## src/rtl/dp_alu_pkg.sv

```systemverilog
package dp_alu_pkg;

  typedef enum logic [1:0] {
    SH_LSL = 2'b00,
    SH_LSR = 2'b01,
    SH_ASR = 2'b10,
    SH_ROR = 2'b11
  } shift_e;

  typedef enum logic [3:0] {
    OP_AND = 4'h0, OP_EOR = 4'h1, OP_SUB = 4'h2, OP_RSB = 4'h3,
    OP_ADD = 4'h4, OP_ADC = 4'h5, OP_SBC = 4'h6, OP_RSC = 4'h7,
    OP_TST = 4'h8, OP_TEQ = 4'h9, OP_CMP = 4'hA, OP_CMN = 4'hB,
    OP_ORR = 4'hC, OP_MOV = 4'hD, OP_BIC = 4'hE, OP_MVN = 4'hF
  } alu_op_e;

  typedef struct packed {
    logic n;
    logic z;
    logic c;
    logic v;
  } nzcv_t;

  // compare-type operations never write the destination
  function automatic logic op_no_write(alu_op_e op);
    return (op == OP_TST) || (op == OP_TEQ) || (op == OP_CMP) || (op == OP_CMN);
  endfunction

  // logical operations take C from the shifter and keep V
  function automatic logic op_is_logic(alu_op_e op);
    case (op)
      OP_AND, OP_EOR, OP_TST, OP_TEQ, OP_ORR, OP_MOV, OP_BIC, OP_MVN: return 1'b1;
      default: return 1'b0;
    endcase
  endfunction

endpackage

```

## src/rtl/dp_imm_rot.sv

```systemverilog
module dp_imm_rot #(
  parameter int DW    = 32,
  parameter int IMM_W = 8,
  parameter int ROT_W = 4
) (
  input  logic [IMM_W-1:0] imm,
  input  logic [ROT_W-1:0] rot,
  input  logic             cin,
  output logic [DW-1:0]    val,
  output logic             cout
);
  localparam int PAD = DW - IMM_W;

  logic [DW-1:0] base;
  int            amt;

  always_comb begin
    base = {{PAD{1'b0}}, imm};
    amt  = 2 * int'(rot);
    // a left shift by DW yields zero, so rot==0 passes base through
    val  = (base >> amt) | (base << (DW - amt));
    cout = (rot == '0) ? cin : val[DW-1];
  end
endmodule

```

## src/rtl/dp_bshift.sv

```systemverilog
module dp_bshift
  import dp_alu_pkg::*;
#(
  parameter int DW = 32,
  parameter int AW = 8
) (
  input  logic [DW-1:0] din,
  input  logic [AW-1:0] amt,
  input  shift_e        kind,
  input  logic          cin,
  output logic [DW-1:0] dout,
  output logic          cout
);
  localparam int            SHW  = $clog2(DW);
  localparam logic [AW-1:0] DW_A = AW'(DW);

  logic [DW:0]        wl;
  logic [DW:0]        wr;
  logic signed [DW:0] wa;
  logic [AW-1:0]      sat;
  logic [SHW-1:0]     rmod;

  always_comb begin
    sat  = (amt > DW_A) ? DW_A : amt;
    rmod = amt[SHW-1:0];
    // extra bit on the shifted-out side captures the carry
    wl   = {1'b0, din} << amt;
    wr   = {din, 1'b0} >> amt;
    wa   = $signed({din, 1'b0}) >>> sat;
    dout = din;
    cout = cin;
    if (amt != '0) begin
      unique case (kind)
        SH_LSL: begin dout = wl[DW-1:0]; cout = wl[DW];  end
        SH_LSR: begin dout = wr[DW:1];   cout = wr[0];   end
        SH_ASR: begin dout = wa[DW:1];   cout = wa[0];   end
        SH_ROR: begin
          if (rmod == '0) begin
            dout = din;
            cout = din[DW-1];
          end else begin
            dout = (din >> rmod) | (din << (DW - int'(rmod)));
            cout = dout[DW-1];
          end
        end
      endcase
    end
  end
endmodule

```

## src/rtl/dp_alu_core.sv

```systemverilog
module dp_alu_core
  import dp_alu_pkg::*;
#(
  parameter int DW = 32
) (
  input  alu_op_e       op,
  input  logic [DW-1:0] a,
  input  logic [DW-1:0] b,
  input  logic          c_in,
  input  logic          v_in,
  input  logic          sh_c,
  output logic [DW-1:0] y,
  output nzcv_t         fnew
);
  logic [DW-1:0] ax;
  logic [DW-1:0] bx;
  logic          ci;
  logic [DW:0]   sum;
  logic          ovf;
  logic          arith;

  // adder operand steering: subtraction is x + ~y + carry
  always_comb begin
    ax = a;
    bx = b;
    ci = 1'b0;
    unique case (op)
      OP_SUB, OP_CMP: begin ax = a;  bx = ~b; ci = 1'b1; end
      OP_RSB:         begin ax = b;  bx = ~a; ci = 1'b1; end
      OP_ADC:         begin ax = a;  bx = b;  ci = c_in; end
      OP_SBC:         begin ax = a;  bx = ~b; ci = c_in; end
      OP_RSC:         begin ax = b;  bx = ~a; ci = c_in; end
      default:        begin ax = a;  bx = b;  ci = 1'b0; end
    endcase
    sum = {1'b0, ax} + {1'b0, bx} + {{DW{1'b0}}, ci};
    ovf = (ax[DW-1] == bx[DW-1]) && (sum[DW-1] != ax[DW-1]);
  end

  always_comb begin
    arith = !op_is_logic(op);
    unique case (op)
      OP_AND, OP_TST: y = a & b;
      OP_EOR, OP_TEQ: y = a ^ b;
      OP_ORR:         y = a | b;
      OP_MOV:         y = b;
      OP_BIC:         y = a & ~b;
      OP_MVN:         y = ~b;
      default:        y = sum[DW-1:0];
    endcase
    fnew.n = y[DW-1];
    fnew.z = (y == '0);
    fnew.c = arith ? sum[DW] : sh_c;
    fnew.v = arith ? ovf : v_in;
  end
endmodule

```

## src/rtl/dp_alu.sv

```systemverilog
module dp_alu
  import dp_alu_pkg::*;
#(
  parameter int DW = 32
) (
  input  logic          clk,
  input  logic          rst,
  input  logic [25:0]   instr,
  input  logic [DW-1:0] rn_val,
  input  logic [DW-1:0] rm_val,
  input  logic [7:0]    rs_lo,
  input  logic [3:0]    flags_in,
  output logic [DW-1:0] res_q,
  output logic          we_q,
  output logic [3:0]    dst_q,
  output logic [3:0]    src_q,
  output logic [3:0]    flags_q
);
  localparam int IMM_W = 8;
  localparam int ROT_W = 4;
  localparam int AMT_W = 8;
  localparam int SA_W  = 5;

  nzcv_t         fin;
  logic          imm_sel;
  logic          set_f;
  logic          reg_amt;
  alu_op_e       op;
  shift_e        kind;
  logic [AMT_W-1:0] amt;
  logic [DW-1:0] imm_v;
  logic          imm_c;
  logic [DW-1:0] sh_v;
  logic          sh_c;
  logic [DW-1:0] op2;
  logic          op2_c;
  logic [DW-1:0] y;
  nzcv_t         fnew;

  always_comb begin
    fin     = nzcv_t'(flags_in);
    imm_sel = instr[25];
    op      = alu_op_e'(instr[24:21]);
    set_f   = instr[20];
    kind    = shift_e'(instr[6:5]);
    reg_amt = instr[4];
    amt     = reg_amt ? rs_lo : {{(AMT_W-SA_W){1'b0}}, instr[11:7]};
  end

  dp_imm_rot #(.DW(DW), .IMM_W(IMM_W), .ROT_W(ROT_W)) u_imm (
    .imm  (instr[7:0]),
    .rot  (instr[11:8]),
    .cin  (fin.c),
    .val  (imm_v),
    .cout (imm_c)
  );

  dp_bshift #(.DW(DW), .AW(AMT_W)) u_shf (
    .din  (rm_val),
    .amt  (amt),
    .kind (kind),
    .cin  (fin.c),
    .dout (sh_v),
    .cout (sh_c)
  );

  assign op2   = imm_sel ? imm_v : sh_v;
  assign op2_c = imm_sel ? imm_c : sh_c;

  dp_alu_core #(.DW(DW)) u_core (
    .op   (op),
    .a    (rn_val),
    .b    (op2),
    .c_in (fin.c),
    .v_in (fin.v),
    .sh_c (op2_c),
    .y    (y),
    .fnew (fnew)
  );

  always_ff @(posedge clk) begin
    if (rst) begin
      res_q   <= '0;
      we_q    <= 1'b0;
      dst_q   <= '0;
      src_q   <= '0;
      flags_q <= '0;
    end else begin
      res_q   <= y;
      we_q    <= !op_no_write(op);
      dst_q   <= instr[15:12];
      src_q   <= instr[19:16];
      flags_q <= set_f ? fnew : fin;
    end
  end
endmodule

```

## config.mk

```make
export PLATFORM = sky130hd
export DESIGN_NAME = dp_alu
export DESIGN_NICKNAME = d
export VERILOG_FILES = /design/src/rtl/dp_alu_pkg.sv /design/src/rtl/dp_imm_rot.sv /design/src/rtl/dp_bshift.sv /design/src/rtl/dp_alu_core.sv /design/src/rtl/dp_alu.sv
export SDC_FILE = /design/constraint.sdc
export NUM_CORES = 1
export LEC_CHECK = 0
export BUFFER_PORTS_ARGS = -buffer_cell sky130_fd_sc_hd__buf_4
export CORE_ASPECT_RATIO = 1.2
export CORE_UTILIZATION = 64
export CTS_BUF_LIST = sky130_fd_sc_hd__clkbuf_4 sky130_fd_sc_hd__clkbuf_8
export CTS_CLUSTER_SIZE = 24
export DETAILED_ROUTE_END_ITERATION = 6
export GPL_TIMING_DRIVEN = 0
export PLACE_DENSITY = 0.93
export SLEW_MARGIN = 40
export SYNTH_ARGS = -nofsm -noshare
export SYNTH_HDL_FRONTEND = slang
export SYNTH_HIERARCHICAL = 1
export SYNTH_SLANG_ARGS = --single-unit
```

## constraint.sdc

```tcl
create_clock -name clk -period 11.8 [get_ports clk]
set_clock_uncertainty 0.2 [all_clocks]
set_input_delay 3.54 -clock clk [delete_from_list [all_inputs] [get_ports clk]]
set_output_delay 3.54 -clock clk [all_outputs]
set_load 0.02 [all_outputs]
```

==> impl_metrics.tcl, run 1 <==
set metrics [dict create \
    status "stopped before the end" \
    stop_stage "global routing (5_1_grt)" \
    error_line "[ERROR GRT-0116] Global routing finished with congestion. Check the congestion regions in the DRC Viewer." \
    synth_edf_count 0 \
    numCtsBuffers 5 \
    dp_hpwl_mm 65.42 \
    yosysSeqAreaShare_pct 5.106 \
    synthesis.nets 2682 \
    synth-main-ff-cell "dfxtp_1" \
    numPortBuffers 139 \
    place_congestion 1.547 \
    clk_path_buf_depth 2 \
    hold_buffers 0 \
    synth_area_leaders "mux4_2, mux2i_1, nor2_1" \
    fp.dieH_um 183.9 \
    pre_cts_ws_ns -1.668 \
    yosys_warnings 6 \
    yosysUniqueCellTypes 108 \
    pin_count 149 \
    cts.sinks 45 \
    ys_ff_latch 45 \
    synthArstFlopShare_pct 0 \
    initial_core_util_pct 65.14 \
    dp.cells 2989 \
    grt_remaining_overflow 210 \
    synth_largest_area_cell "mux4_2" \
    syn_area_mm2 0.01764 \
    yosysTopAreaCellShare_pct 10.34 \
    htree_levels 2 \
    first_global_vias 25245 \
    grt_use_total_pct 68.91 \
    ctsRootBufferMaster "clkbuf_8" \
    grt_start_max_net_pins 20 \
    fp-row-count 66 \
    syn_avg_cell_area_um2 7.030 \
    grt_pass1_wl_mm 150.8 \
    place_area_mm2 0.01913 \
    die_w_um 153.6 \
    syn_inst 2510 \
]
-- cells in the mapped netlist (49+ instances only) --
cell type    n
nor2_1     273
buf_2       77
inv_1      105
nor3_1      49
mux4_2      81
nor2b_1     49
o21ai_0    185
a21oi_1    195
a211oi_1    58
clkbuf_1   140
nand2_1    228
nand3_1     59
mux2i_1    117
ha_1        66
-- through the flow --
step	hold slack, ns	util, %
after floorplan	3.412	-
after global placement	3.556	70.57
after detailed placement	3.563	70.63
after CTS	3.234	71.93
-- kinds of logic after synthesis --
group,after synthesis,share of synthesized area (%)
AOI/OAI and AO/OA,887,34.13
and+or+nand+nor,833,22.58
buffers and inverters,375,9.424
muxes,273,22.42
adders and majority gates,68,4.907
DFF,45,5.106
xor gates and xnor gates,29,1.439
-- what timing repair did --
action                     in CTS
pin swaps                       7
buffers inserted               16
resized for setup              26
setup endpoints to repair      14
-- routing by layer --
metal	track usage [%]	overflow
met5	23.46	0
met1	67.82	5
met3	52.78	6
met2	87.09	101
met4	69.60	98
==> run 2: changes to the inputs <==
Settings changed: CORE_ASPECT_RATIO 1.2 to not set, CORE_UTILIZATION 64 to 40, CTS_BUF_LIST sky130_fd_sc_hd__clkbuf_4 sky130_fd_sc_hd__clkbuf_8 to not set, CTS_CLUSTER_SIZE 24 to not set, PLACE_DENSITY 0.93 to not set, PLACE_DENSITY_LB_ADDON set to 0.15.
==> run 2 against run 1 <==
  * The flow now finishes, with violations (design-rule violations, negative setup slack)
  * Synthesized cell count stayed put
  * Area after synthesis stayed put
==> impl_metrics.tcl, run 2 <==
set metrics [dict create \
    clk_path_buf_depth 2 \
    top_register "res_q" \
    relSlewSlack_pct 30.99 \
    cts.sinks 45 \
    dp.cells 3234 \
    period_needed_ns 11.88 \
    first_global_vias 21860 \
    grt_pass1_wl_mm 155.4 \
    synth_edf_count 0 \
    cp-start-kind "primary input" \
    worstSetupEndpointType "flop" \
    grt_use_total_pct 48.09 \
    dp_hpwl_mm 87.83 \
    drv_cap 0 \
    final_util_pct 46.36 \
    synth-main-ff-cell "dfxtp_1" \
    htree_levels 2 \
    yosys_warnings 6 \
    dieArea_mm2 0.04495 \
    yosysTopAreaCellShare_pct 10.34 \
    worstHoldEndpoint "src_q[3]" \
    final_common_cell "nor2_1" \
    crit_slowest_cell "clkbuf_1" \
    worst-slew-pin-transition_ns 1.035 \
    ctsRootBufferMaster "clkbuf_16" \
    yosysSeqAreaShare_pct 5.106 \
    cp.arrival_ns 11.93 \
    synth_area_leaders "mux4_2, mux2i_1, nor2_1" \
    numCtsBuffers 5 \
    finalHoldViolCount 0 \
    pin_count 149 \
    final_antenna_net_count 0 \
    synth_common_cells "nor2_1, nand2_1, a21oi_1" \
    synthArstFlopShare_pct 0 \
    syn_area_mm2 0.01764 \
    firstDrtPassIters 7 \
    status "finished with violations" \
    required_ns 11.86 \
    p_total_mw 1.930 \
    numPortBuffers 139 \
    initial_core_util_pct 40.78 \
    holdWs_ns 3.234 \
    grt_remaining_overflow 0 \
    yosysUniqueCellTypes 108 \
    drive_gt1_share_pct 20.40 \
    cp_max_fo 19 \
    core_area_mm2 0.04327 \
    syn_to_final_growth_pct 13.67 \
    setup_slack_ns -0.07612 \
    crit_path_max_incr_delay_ns 0.51 \
    drt_iter0_drc 4154 \
    violations "design-rule violations, negative setup slack" \
    ys_ff_latch 45 \
    fin_crit_sh_pct 100.6 \
    detail_route.wl_per_cell_um 34.05 \
    min-delay-start "instr[19]" \
    powerDensity_mw_per_mm2 96.24 \
    setup_violations 1 \
    drc 3 \
    min_path_type "in -> reg" \
    syn_avg_cell_area_um2 7.030 \
    place_congestion 1.105 \
    holdPathStages 2 \
    place_area_mm2 0.01952 \
    synthesis.nets 2682 \
    p_leak_nw 7.949 \
    synth_largest_area_cell "mux4_2" \
    synth_most_common_cell "nor2_1" \
    cts_tree "yes" \
    via_per_inst 7.400 \
    grt_start_max_net_pins 20 \
    antenna_found_initial 6 \
    path_class "in -> reg" \
    setup_tns_ns -0.07612 \
    largest_register_ffs 32 \
    pre_cts_ws_ns -2.109 \
    layout.cells.non_filler 3252 \
    vdd_ir_drop_max_mv 0.06712 \
    die_w_um 212.0 \
    syn_inst 2510 \
    final_cell_mix "nor2_1, nand2_1, a21oi_1" \
    path_clk_slew_ns 0.07 \
    drt_wl_total_mm 110.7 \
    fp-row-count 76 \
    slew_viol_final 0 \
    final_nets 2833 \
    via_count 24065 \
    fp.dieH_um 212.0 \
    fmax_mhz 84.20 \
    fin_area_mm2 0.02006 \
]
[run 2: per-layer routing]
layer | wire [um] | track usage (%) | vias to the layer above
met5 | 41 | 0 | -
met4 | 5831 | 19.29 | 6
met3 | 19920 | 23.62 | 424
met2 | 40840 | 62.75 | 2291
met1 | 44100 | 65.81 | 11523
li1 | - | - | 9821
[run 2: power by group]
group | internal, mW | leakage (nW) | switching (mW)
Combinational | 0.556 | 7.50 | 1.04
Sequential | 0.176 | 0.374 | 0.00636
Clock | 0.0800 | 0.0704 | 0.0755
[run 2: cell type report]
type                       instances  area, um^2
antenna                            5       12.51
buffer                           259        1286
clock buffer                       5       125.1
clock inverter                     3       25.02
fill                            4541       23210
inverter                         111       421.7
multi-input combinational       2090       15420
sequential                        45       900.9
tap                              585       732.0
timing repair buffer             149        1131
[run 2: logic make-up after synthesis]
logic type / synth area share, %
AO/OA/AOI/OAI: 34.13
AND/OR/NAND/NOR: 22.58
buffers and inverters: 9.424
multiplexers: 22.42
adder cells (fa/ha/maj): 4.907
flip-flops: 5.106
XOR/XNOR: 1.439
[run 2: timing repair]
item                       in CTS  in global routing
pin swaps                       4                  5
hold buffers                    0                  0
resized for setup              37                 33
buffers inserted                8                  2
setup endpoints to repair      27                  7
[run 2: worst max-delay path by stage]
stage,start,end
after floorplan,instr[4],flags_q[2]
after global placement,instr[4],flags_q[2]
after detailed placement,instr[4],flags_q[2]
after CTS,instr[4],flags_q[2]
after global routing,instr[4],flags_q[2]
final,instr[4],flags_q[2]
[run 2: critical path: cells and delay by family]
family	cells	cell delay [ns]
buf+inv	8	2.36
mux	3	0.53
fa+ha+maj	3	1.11
compound gates	12	2.77
simple gates	7	1.60
No activity file was read; power rests on OpenSTA's default activity.
